==> src/rtl/freqm_pkg.sv <==
// Shared types and constants for the gated frequency measurement counter.
// Assumes nothing beyond standard SystemVerilog packages.
package freqm_pkg;

    typedef enum logic {
        CM_AND_FALL   = 1'b0,
        CM_GATE_CLOSE = 1'b1
    } cnt_mode_e;

    localparam logic [1:0] GSEL_PIN = 2'b00;

endpackage

==> src/rtl/freqm_sync.sv <==
// Multi-stage synchronizer for a vector of asynchronous single-bit inputs.
// Assumes each bit is independent; no bus coherency is implied.
module freqm_sync #(
    parameter int W      = 2,
    parameter int STAGES = 2
) (
    input  logic         clk,
    input  logic         rst_n,
    input  logic [W-1:0] d,
    output logic [W-1:0] q
);

    logic [W-1:0] stage_q [STAGES];

    for (genvar i = 0; i < STAGES; i++) begin : g_stage
        if (i == 0) begin : g_first
            // First stage samples the asynchronous input.
            always_ff @(posedge clk) begin
                if (!rst_n) stage_q[0] <= '0;
                else        stage_q[0] <= d;
            end
        end else begin : g_next
            // Later stages resolve metastability.
            always_ff @(posedge clk) begin
                if (!rst_n) stage_q[i] <= '0;
                else        stage_q[i] <= stage_q[i-1];
            end
        end
    end

    assign q = stage_q[STAGES-1];

endmodule

==> src/rtl/freqm_gate_gen.sv <==
// Internal window gate generator. Gives alternating high and low phases,
// each measured in prescaled ticks. Each phase length is sampled when the
// phase begins. The gate starts high one cycle after run rises. Assumes sel
// is held steady while running; sel = 0 is treated like sel = 1.
module freqm_gate_gen #(
    parameter int LEN_W    = 4,
    parameter int PRE_LOG2 = 1
) (
    input  logic             clk,
    input  logic             rst_n,
    input  logic             run,
    input  logic [1:0]       sel,
    input  logic [LEN_W-1:0] hi_len,
    input  logic [LEN_W-1:0] lo_len,
    output logic             gate
);

    localparam int PW = PRE_LOG2 + 3;

    logic [PW-1:0]    pre_cnt;
    logic [PW-1:0]    pre_last;
    logic [LEN_W-1:0] remain;
    logic             started;
    logic             gate_q;
    logic             tick;
    logic [1:0]       sel_eff;

    // Tick period selection from the gate select code.
    always_comb begin
        sel_eff  = (sel == 2'b00) ? 2'b01 : sel;
        pre_last = (PW'(1) << (PRE_LOG2 + int'(sel_eff) - 1)) - PW'(1);
        tick     = (pre_cnt == pre_last);
    end

    // Prescaler, phase counter and gate state.
    always_ff @(posedge clk) begin
        if (!rst_n || !run) begin
            pre_cnt <= '0;
            remain  <= '0;
            started <= 1'b0;
            gate_q  <= 1'b0;
        end else if (!started) begin
            started <= 1'b1;
            gate_q  <= 1'b1;
            remain  <= hi_len;
            pre_cnt <= '0;
        end else begin
            pre_cnt <= tick ? '0 : pre_cnt + PW'(1);
            if (tick) begin
                if (remain == '0) begin
                    gate_q <= ~gate_q;
                    remain <= gate_q ? lo_len : hi_len;
                end else begin
                    remain <= remain - LEN_W'(1);
                end
            end
        end
    end

    assign gate = gate_q;

endmodule

==> src/rtl/freqm_count_core.sv <==
// Accumulating up counter with a sticky overflow flag. Clear has priority
// over the increment. Assumes inc is a single-cycle event per counted edge.
module freqm_count_core #(
    parameter int CNT_W = 18
) (
    input  logic             clk,
    input  logic             rst_n,
    input  logic             clr,
    input  logic             inc,
    output logic [CNT_W-1:0] count,
    output logic             ovf
);

    localparam logic [CNT_W-1:0] CNT_MAX = {CNT_W{1'b1}};

    logic wrap;

    assign wrap = inc && (count == CNT_MAX);

    // Count register; clear first, then increment.
    always_ff @(posedge clk) begin
        if (!rst_n || clr) count <= '0;
        else if (inc)      count <= count + CNT_W'(1);
    end

    // Sticky overflow flag; set on wrap, released only by clear.
    always_ff @(posedge clk) begin
        if (!rst_n || clr) ovf <= 1'b0;
        else if (wrap)     ovf <= 1'b1;
    end

endmodule

==> src/rtl/gated_freq_counter.sv <==
// Gated frequency measurement counter top. It synchronizes the pulse and
// gate pins, picks the window gate, detects edges, forms the counting event
// for the chosen mode, and registers a one-clock interrupt on gate edges.
// Assumes the pins are asynchronous and slower than the clock.
module gated_freq_counter
    import freqm_pkg::*;
#(
    parameter int CNT_W       = 18,
    parameter int LEN_W       = 4,
    parameter int PRE_LOG2    = 1,
    parameter int SYNC_STAGES = 2
) (
    input  logic             clk,
    input  logic             rst_n,
    input  logic             pulse_in,
    input  logic             gate_pin,
    input  logic [1:0]       gate_sel,
    input  logic             gen_run,
    input  logic [LEN_W-1:0] gate_hi_len,
    input  logic [LEN_W-1:0] gate_lo_len,
    input  logic             count_mode,
    input  logic             irq_both,
    input  logic             clr,
    output logic [CNT_W-1:0] count,
    output logic             ovf,
    output logic             gate_level,
    output logic             irq
);

    logic [1:0] sync_q;
    logic       pulse_s;
    logic       pin_s;
    logic       gen_gate;
    logic       gate_now;
    logic       gate_prev;
    logic       pulse_prev;
    logic       and_prev;
    logic       and_now;
    logic       pulse_rise;
    logic       gate_rise;
    logic       gate_fall;
    logic       and_fall;
    logic       inc;
    logic       irq_q;
    cnt_mode_e  mode;

    freqm_sync #(.W(2), .STAGES(SYNC_STAGES)) i_sync (
        .clk   (clk),
        .rst_n (rst_n),
        .d     ({gate_pin, pulse_in}),
        .q     (sync_q)
    );

    assign pin_s   = sync_q[1];
    assign pulse_s = sync_q[0];

    freqm_gate_gen #(.LEN_W(LEN_W), .PRE_LOG2(PRE_LOG2)) i_gate_gen (
        .clk    (clk),
        .rst_n  (rst_n),
        .run    (gen_run),
        .sel    (gate_sel),
        .hi_len (gate_hi_len),
        .lo_len (gate_lo_len),
        .gate   (gen_gate)
    );

    // Window gate source selection.
    assign gate_now = (gate_sel == GSEL_PIN) ? pin_s : gen_gate;

    // Previous-cycle copies for edge detection.
    always_ff @(posedge clk) begin
        if (!rst_n) begin
            gate_prev  <= 1'b0;
            pulse_prev <= 1'b0;
            and_prev   <= 1'b0;
        end else begin
            gate_prev  <= gate_now;
            pulse_prev <= pulse_s;
            and_prev   <= and_now;
        end
    end

    // Edge detection and mode-dependent counting event.
    always_comb begin
        mode       = cnt_mode_e'(count_mode);
        and_now    = pulse_s & gate_now;
        pulse_rise = pulse_s & ~pulse_prev;
        gate_rise  = gate_now & ~gate_prev;
        gate_fall  = gate_prev & ~gate_now;
        and_fall   = and_prev & ~and_now;
        if (mode == CM_GATE_CLOSE) inc = (gate_now & pulse_rise) | gate_fall;
        else                       inc = and_fall;
    end

    // Interrupt pulse register.
    always_ff @(posedge clk) begin
        if (!rst_n) irq_q <= 1'b0;
        else        irq_q <= gate_fall | (irq_both & gate_rise);
    end

    freqm_count_core #(.CNT_W(CNT_W)) i_core (
        .clk   (clk),
        .rst_n (rst_n),
        .clr   (clr),
        .inc   (inc),
        .count (count),
        .ovf   (ovf)
    );

    assign gate_level = gate_now;
    assign irq        = irq_q;

endmodule

==> config.mk <==
export PLATFORM = sky130hd
export DESIGN_NAME = gated_freq_counter
export DESIGN_NICKNAME = d
export VERILOG_FILES = /design/src/rtl/freqm_pkg.sv /design/src/rtl/freqm_sync.sv /design/src/rtl/freqm_gate_gen.sv /design/src/rtl/freqm_count_core.sv /design/src/rtl/gated_freq_counter.sv
export SDC_FILE = /design/constraint.sdc
export NUM_CORES = 1
export LEC_CHECK = 0
export CAP_MARGIN = 10
export CORE_MARGIN = 5
export CORE_UTILIZATION = 29
export CTS_CLUSTER_SIZE = 25
export DETAILED_ROUTE_END_ITERATION = 10
export SETUP_SLACK_MARGIN = 0.4
export SLEW_MARGIN = 0
export SYNTH_ARGS = -nofsm -noshare
export SYNTH_HDL_FRONTEND = slang
export SYNTH_SLANG_ARGS = --single-unit
==> constraint.sdc <==
create_clock -name clk -period 3.8 [get_ports clk]
set_input_delay 0.76 -clock clk [delete_from_list [all_inputs] [get_ports clk]]
set_output_delay 0.76 -clock clk [all_outputs]
set_load 0.02 [all_outputs]
## Yosys cells after proc, flatten, opt, wreduce, memory -nomap -nowiden

Memory sizes are Yosys's and may differ from the RTL's.
Cells that the tools add are included.

| storage, ports and cells | value |
|---|---|
| register bits | 33 |
| logic and storage cells | 63 |
| memory bits (writable) | 4 |
| memories kept | 1 |

Memories:

| name | depth | bits a word | rd ports | clocked after memory_dff | wr ports | line | source |
|---|---|---|---|---|---|---|---|
| i_sync.stage_q | 2 | 2 | 2 | 0 | 2 | freqm_sync.sv:13 | `logic [W-1:0] stage_q [STAGES];` |

| cells by class | value |
|---|---|
| bitwise gates (word level) | 17 |
| reductions and logical operators | 9 |
| shift-type cells | 1 |
| equality and inequality tests | 4 |
| add/subtract/negate cells | 6 |
| muxes and demuxes | 15 |

Operator list:

| cell | number |
|---|---|
| $shl 1x32->4 const A | 1 |
| $sub 32x2->32 const B | 1 |
| $add 18x1->18 const B | 1 |
| $eq 18x18->1 const B | 1 |
| $mux 4 | 4 |
| $mux 1 | 8 |
| $and 1x1->1 | 7 |
| $mux 2 | 3 |
| $not 1->1 | 6 |
| $add 4x1->4 const B | 1 |
| $eq 4x4->1 | 1 |
| $logic_not 4->1 | 1 |
| $ne 2x2->1 const B | 2 |
| $or 1x1->1 | 4 |
| $sub 4x1->4 const B | 1 |
| $sub 4x2->4 const B | 1 |
| $add 1x2->3 const A | 1 |
| $reduce_or 3->1 | 1 |
| $logic_not 1->1 | 2 |
| $logic_not 2->1 | 1 |
| $logic_or 1x1->1 | 2 |
| $reduce_and 2->1 | 1 |
| $logic_and 1x1->1 | 1 |

## Logic depth before layout (Yosys ltp)

Gate-level depths: netlist of the first run.

| logic depth | value |
|---|---|
| word-level depth | 9 |
| mapped depth | 7 |
| depth with buffers taken out | 6 |

## Modules after synthesis

A second synthesis of the first run with hierarchy kept.

| second synthesis, totals | value |
|---|---|
| cell total of the unflattened synthesis | 194 |
| area total of the unflattened synthesis | 1737.9 um^2 |

By module, submodules not included:

| module | area an instance (um^2) | times used | cells an instance |
|---|---|---|---|
| freqm_count_core | 865.8 | 1 | 97 |
| freqm_gate_gen | 575.6 | 1 | 68 |
| gated_freq_counter | 191.4 | 1 | 21 |
| freqm_sync | 105.1 | 1 | 8 |

## Worst setup path before layout of the first run

OpenSTA, ideal clock, no wires.

| path | value |
|---|---|
| path type | input-to-reg |
| start point | input port gate_sel[1] |
| end point | register i_core.count[15] |
| path buffers | 1 |
| cell stages on the path | 5 |
| setup slack | 1744 ps |
| data arrival time | 1984 ps |
| cell sequence | or3b_1 > and4_4 > clkbuf_1 > nor4_1 > mux2i_1 |

| on the way | value |
|---|---|
| word-level cells in the longest chain between the ends | 6 |
| elaborated cells on any way between the ends | 10 |
| those cells by class | mux (2); bitwise (7); reduce/logical (1) |

Ends and longest elaborated chain:

| what | line | source |
|---|---|---|
| from (decl) | gated_freq_counter.sv:17 | `input logic [1:0] gate_sel,` |
| $logic_not 2->1 (*) | gated_freq_counter.sv:68 | `assign gate_now = (gate_sel == GSEL_PIN) ? pin_s : gen_gate;` |
| $mux 1 (*) | gated_freq_counter.sv:68 |  |
| $and 1x1->1 or $not 1->1 (tied branches) | gated_freq_counter.sv:86, gated_freq_counter.sv:89 |  |
| $not 1->1 or $and 1x1->1 (tied branches) | gated_freq_counter.sv:90, gated_freq_counter.sv:89 |  |
| $and 1x1->1 or $or 1x1->1 (tied branches) | gated_freq_counter.sv:90, gated_freq_counter.sv:91 |  |
| $mux 1 (*) | gated_freq_counter.sv:91 | `if (mode == CM_GATE_CLOSE) inc = (gate_now & pulse_rise) \| gate_fall;` |
| to (signal assigned) | freqm_count_core.sv:23 | `else if (inc) count <= count + CNT_W'(1);` |
| to (decl) | freqm_count_core.sv:10 | `output logic [CNT_W-1:0] count,` |

Every way passes the cells marked *; elsewhere a longest branch is shown, timed or not.
A chain may end at the register's enable or synchronous reset.

## Worst setup path in the final report of the first run

| path | value |
|---|---|
| start point | input port gate_sel[1] |
| end point | output port gate_level |

| on the way | value |
|---|---|
| word-level cells in the longest chain between the ends | 2 |

Ends and longest elaborated chain:

| what | line | source |
|---|---|---|
| $logic_not 2->1 | gated_freq_counter.sv:68 |  |
| $mux 1 | gated_freq_counter.sv:68 |  |
| to (decl) | gated_freq_counter.sv:26 | `output logic gate_level,` |

Every way passes these cells.

==> results.md, run 1 <==
- Status: finished clean
- CTS Buf Count: 5
- Ys Warns: 0
- Fmax achieved: 0.3201 GHz
- Initial antenna violation count: 0
- Hold path start: i_sync.stage_q[0][0]
- Final RePlAce weighted congestion: 0.7327
- Commonest cells after routing, fill and taps aside: clkdlybuf4s50_1, dfxtp_1, a21oi_1
- CP Cell Sequence: clkdlybuf4s50_1 -> nor3b_1 -> nor2_1 -> inv_1 -> clkdlybuf4s50_1
- Core box area: 6386 sq um
- Worst path depth: 5
- CTS Sinks: 37
- CTS tree: yes
- Overall Global Routing Usage: 10.31%
- Slew HR: 45.76%
- Synth area leaders: dfxtp_1, mux2i_1, a21oi_1
- Die Wd: 91.22 microns
- Area of the die: 8321 sq um
- Worst min path class: reg2reg
- Logic pwr share: 9.6%
- Vias per Instance: 5.129
- Gr ovfl total: 0
- Tmin final: 3.124 ns
- Synth unique cells: 46
- Number of flops mapped to enable cells by yosys: 0
- Final hold violation count: 0
- Final HPWL DP: 3102 microns
- Via count: 1672
- Worst slack at placement: 0.6758 ns
- Clock Power Share: 42.0%
- CTS Hold Bufs: 0
- Worst Setup End Kind: primary output
- Setup CP Type: in2out
- Initial Utilization: 29.96%
- Max Cap Viol: 0
- Final setup TNS: 0 ns
- WL final: 4291 microns
- # setup viols final: 0
- Worst endpoint required time: 3.04 ns
- Hold path depth: 1
- Routed Antenna Nets: 0
- Port Buffers: 38
- Area of the multi-input gates: 1066 sq um
- Synth-to-layout area growth: 26.75%
- Kind of launch point of the worst setup path: primary input
- Sequential Power Share: 48.4%
- Final Util: 37.97%
- Reg2Reg Depth: 4
- Vias in the first global route: 1531
- Final period util: 82.20%
- Number of antenna diodes: 0
- PnR worst setup slack: 0.6763 ns
- Cell accounting for the most synthesized area: dfxtp_1
- PD cells: 342.3 nW/um^2
- Pint: 628.9 uW
- WL per Instance: 13.16 microns
- Pin count of the biggest net entering global routing: 34
- First-pass GRT wire length: 7231 microns
- H-tree Lvls: 2
- Mapped Cells: 217
- Final net count: 269
- Most common cell after layout, fill and taps aside: clkdlybuf4s50_1
- Post-CTS Setup Bufs: 0
- Overall power: 830.1 uW
- #FFs+latches synth: 37
- Max clock buf depth: 2
- Post-synth net total: 238
- Leak pwr: 0.7936 nW
- Buffer and inverter count on the worst path: 3
- Yosys top cell area share: 38.72%
- Chip height: 91.22 microns
- RSZ-0062 raised after global routing: false
- WP data arrival: 2.36 ns
- Reg-to-reg startpoint: i_gate_gen.pre_cnt[2]
- Reg2Reg Setup Slack: 1.71 ns
- Ys async rst share: 0%
- Syn Area/Cell: 8.816 sq um
- # rows: 29
- Slowest cell delay on critical path: 0.60 ns
- Number of DRC markers in iteration 0: 80
- Seq/Total Area, Yosys: 38.72%
- Critical path fanouts, max: 6
- Post-Syn Area: 1913 sq um
- First-pass DRT Iterations: 4
- Layout cells sized above 1: 6.024%
- Least-Margin Pin Slew: 0.8119 ns
- Fillcell total: 663
- CP most frequent cell: clkdlybuf4s50_1
- Peak VDD IR: 0.0002286 V
- Sw frac: 24.24%
- CP max-delay cell: clkdlybuf4s50_1
- Reg-to-reg endpoint: i_gate_gen.remain[3]
- Drc violations: 0
- Register Area: 740.7 sq um
- Critical Path Source: gate_sel[1]
- Top FF cell, synth: dfxtp_1
- Post_cts resized: 0
- Clock-pin transition on the worst setup and hold timing paths: 0.09 ns
- Clk_lat worst skew: 0.29 ns
- Clock skew: 0.008638 ns
- Top Family by Delay on Critical Path: buffers and inverters
- Sw Pwr: 201.2 uW
- CTS root buffer: clkbuf_8
- Final Max Tran Viols: 0
- Boundary Pins: 39
- Fin Hold WS: 0.4371 ns
- Worst Hold End: i_sync.stage_q[1][0]
==> registers in the layout, indices dropped and copies added (netlist names) <==
name                cells
irq                     1
i_gate_gen.gate         1
i_core.count           18
pulse_prev              1
gate_prev               1
i_core.ovf              1
i_gate_gen.pre_cnt      4
i_gate_gen.started      1
i_gate_gen.remain       4
and_prev                1
i_sync.stage_q          4
==> power groups by stage <==
stage	Clock (mW)	Combinational [mW]	Sequential [mW]
finish	0.348	0.0800	0.402
floorplan	0	0.0543	0.408
detailed placement	0	0.0803	0.411
global route	0.378	0.0884	0.403
CTS	0.358	0.0804	0.402
global placement	0	0.0789	0.411
==> routing by layer <==
layer | global-route usage, % | vias up | routed length [microns] | part of all wire [%]
li1 | - | 872 | - | -
met1 | 13.69 | 761 | 2129 | 50
met2 | 15.75 | 35 | 1859 | 43
met3 | 3.967 | 4 | 263 | 6.1
met4 | 2.567 | 0 | 39 | 0.91
met5 | 0 | - | 0 | 0
==> area by class of cell <==
| type | instances | share of cell area, % |
|---|---|---|
| Multi-Input combinational cell | 159 | 43.96 |
| Inverter | 7 | 1.084 |
| Sequential cell | 37 | 30.55 |
| Clock inverter | 3 | 1.909 |
| Tap cell | 77 | 3.973 |
| Clock buffer | 5 | 2.838 |
| Timing Repair Buffer | 38 | 15.69 |
==> worst register-to-register path, stage by stage, from the launching register on <==
cell and delay [ns]:
dfxtp_1 0.37, or4b_1 0.53, o22ai_1 0.65, a41oi_1 0.21
a22o_1 0.23
==> how the worst max path moves through the flow <==
stage          slack, ns          endpoint
6_report            0.68        gate_level
3_5_place_dp        0.68        gate_level
3_3_place_gp        0.71        gate_level
5_1_grt             0.51        gate_level
4_1_cts             0.67        gate_level
2_1_floorplan       1.74  i_core.count[15]
==> metrics by stage <==
stage	cell area (sq um)	cells
after floorplan	1913	217
after CTS	2425	326
after global routing	2425	326
after global placement	2310	318
final	2425	326
after detailed placement	2310	318
==> Yosys cell counts (2+ instances only) <==
library cell / number
dfxtp_1: 37
a21oi_1: 15
nand2_1: 13
o31ai_1: 10
or4_1: 10
clkbuf_1: 9
mux2i_1: 9
nor2_1: 9
and2_1: 8
nand2b_1: 8
nand3_1: 8
nand4_1: 8
inv_1: 7
nor4_1: 6
o21a_1: 5
and3_1: 4
nor2b_1: 4
nor3b_1: 4
and4_1: 3
buf_6: 3
ha_1: 3
a21boi_0: 2
a22o_1: 2
nor3_1: 2
o211ai_1: 2
o21ai_0: 2
o221a_2: 2
o31a_1: 2
or2_2: 2
xor2_1: 2
==> logic make-up after synthesis <==
group | share of synthesized area (%)
AOI/OAI and AO/OA | 17.59
xor gates and xnor gates | 1.374
adders and majority gates | 1.962
buffers and inverters | 5.559
DFF | 38.72
muxes | 4.709
and+or+nand+nor | 30.09
Note: power is estimated with default switching activity, not from simulation.
==> inputs of run 2 (changes only) <==
clock period = 2.71 ns   (was 3.8 ns; I/O delays follow)
==> run 2 against run 1 <==
Compared with the run above: non-clock buffer count grew 6; largest cell class unchanged; sequential share of layout area shrank 0.19 points; setup slack lost 0.19 ns; combinational power grew 52%; clock power grew 9.8%; critical path depth grew 1.
==> results.md, run 2 (synthesized netlist as in run 1, its figures left out) <==
- Critical path fanouts, max: 33
- First-pass GRT wire length: 7748 microns
- Overall power: 1.066 mW
- Max FFs per register: 18
- Fin Hold WS: 0.4370 ns
- Logic pwr share: 11.5%
- Fillcell total: 668
- Clock skew: 0.002391 ns
- Vias in the first global route: 1675
- CP Cell Sequence: clkdlybuf4s50_1 -> buf_4 -> or3b_1 -> and4_4 -> or4_1 -> a21oi_1
- Chip height: 91.22 microns
- Reg-to-reg endpoint: i_core.count[12]
- Layout cells sized above 1: 7.843%
- Final setup TNS: 0 ns
- Final net count: 275
- Final HPWL DP: 3153 microns
- Vias per Instance: 5.217
- Pin count of the biggest net entering global routing: 34
- Least-Margin Pin Slew: 0.5987 ns
- Leak pwr: 0.8154 nW
- Initial antenna violation count: 0
- Clk_lat worst skew: 0.29 ns
- Reg-to-reg startpoint: i_sync.stage_q[1][1]
- Final period util: 82.04%
- Pint: 794.9 uW
- Routed Antenna Nets: 0
- CP max-delay cell: or4_1
- RSZ-0062 raised after global routing: true
- Gr ovfl total: 0
- Drc violations: 0
- Hold path start: i_sync.stage_q[0][1]
- Slew HR: 60.08%
- Kind of launch point of the worst setup path: primary input
- CTS Buf Count: 5
- Port Buffers: 38
- Final Max Tran Viols: 0
- Clock-pin transition on the worst setup and hold timing paths: 0.07 ns
- Overall Global Routing Usage: 11.22%
- First-pass DRT Iterations: 4
- Max clock buf depth: 2
- Peak VDD IR: 0.0002244 V
- Most common cell after layout, fill and taps aside: dfxtp_1
- H-tree Lvls: 2
- WL final: 4450 microns
- Initial Utilization: 29.96%
- Worst min path class: reg2reg
- WP data arrival: 2.44 ns
- PD cells: 436.8 nW/um^2
- Number of antenna diodes: 0
- Reg2Reg Depth: 4
- Slowest cell delay on critical path: 0.50 ns
- Boundary Pins: 39
- Biggest register: i_core.count
- Worst Setup End Kind: register
- Max Cap Viol: 0
- Worst Hold End: i_sync.stage_q[1][1]
- Fmax achieved: 0.4498 GHz
- Worst endpoint required time: 2.93 ns
- Clock Power Share: 35.8%
- CTS Hold Bufs: 0
- Hold path depth: 1
- Final Util: 38.21%
- Tmin final: 2.223 ns
- Reg2Reg Setup Slack: 0.94 ns
- Register Area: 740.7 sq um
- Area of the multi-input gates: 1074 sq um
- Status: finished clean
- CTS Sinks: 37
- Final RePlAce weighted congestion: 0.7320
- WL per Instance: 13.40 microns
- Die Wd: 91.22 microns
- Commonest cells after routing, fill and taps aside: dfxtp_1, clkdlybuf4s50_1, a21oi_1
- Area of the die: 8321 sq um
- Placed Area: 2355 sq um
- Via count: 1732
- # setup viols final: 0
- CTS tree: yes
- Sw Pwr: 270.8 uW
- Synth-to-layout area growth: 27.53%
- # rows: 29
- Sequential Power Share: 52.7%
- Final instance area: 2440 sq um
- Final hold violation count: 0
- Setup CP Type: in2reg
- Core box area: 6386 sq um
- Sw frac: 25.41%
- CTS root buffer: clkbuf_8
- Number of DRC markers in iteration 0: 77
-- run 2: cell count changes in the layout (fill, tap and decap cells not counted) --
cell	delta
clkinv_4	-1
clkinvlp_4	-1
nor3b_1	-1
clkdlybuf4s50_1	-2
clkbuf_1	+3
nor2_1	-1
nor3b_2	+1
bufinv_16	-1
dlygate4sd2_1	+2
buf_4	+6
nor2_2	+1
-- run 2: power by group through the flow --
stage | combinational, mW | clock, mW | sequential [mW]
final | 0.122 | 0.382 | 0.561
after floorplan | 0.0762 | 0 | 0.572
after global routing | 0.136 | 0.419 | 0.563
after global placement | 0.120 | 0 | 0.574
after detailed placement | 0.123 | 0 | 0.574
after CTS | 0.123 | 0.402 | 0.561
-- run 2: worst max-delay path by stage --
stage,cells past startpoint,to,start
finish,6,i_core.count[12],gate_sel[0]
global route,6,i_core.count[11],gate_sel[0]
CTS,5,gate_level,gate_sel[0]
detailed placement,5,gate_level,gate_sel[1]
global placement,5,gate_level,gate_sel[1]
floorplan,5,i_core.count[15],gate_sel[1]
-- run 2: area by class of cell --
cell class                      count  share of cell area (%)
Clock buffer                        8                   3.282
Inverter                            7                   1.077
Multi-Input combinational cell    159                   44.00
Sequential cell                    37                   30.36
Tap cell                           77                   3.949
Timing Repair Buffer               44                   17.33
-- run 2: repair_timing --
action                                  CTS  global route
gates resized for setup                   3             1
endpoints found under the setup margin    1             2
pin swaps                                 0             0
buffers inserted                          0             0
-- run 2: per-layer routing --
| layer | track usage, % | part of all wire, % |
|---|---|---|
| met5 | 0 | 0 |
| met4 | 4.523 | 1.2 |
| met3 | 3.058 | 6.2 |
| met2 | 17.37 | 45 |
| met1 | 14.77 | 48 |
-- run 2: through the flow --
step | worst slack (ns) | std cells
2_1_floorplan | 0.8719 | 217
3_3_place_gp | 0.09513 | 324
3_5_place_dp | 0.03931 | 324
4_1_cts | 0.4313 | 332
5_1_grt | 0.3904 | 332
6_report | 0.4866 | 332
-- run 2: worst max-delay path, delay by kind of cell --
kind            cells  cell delay, ns
simple gates        3            1.11
buf+inv             2            0.63
compound gates      1            0.16
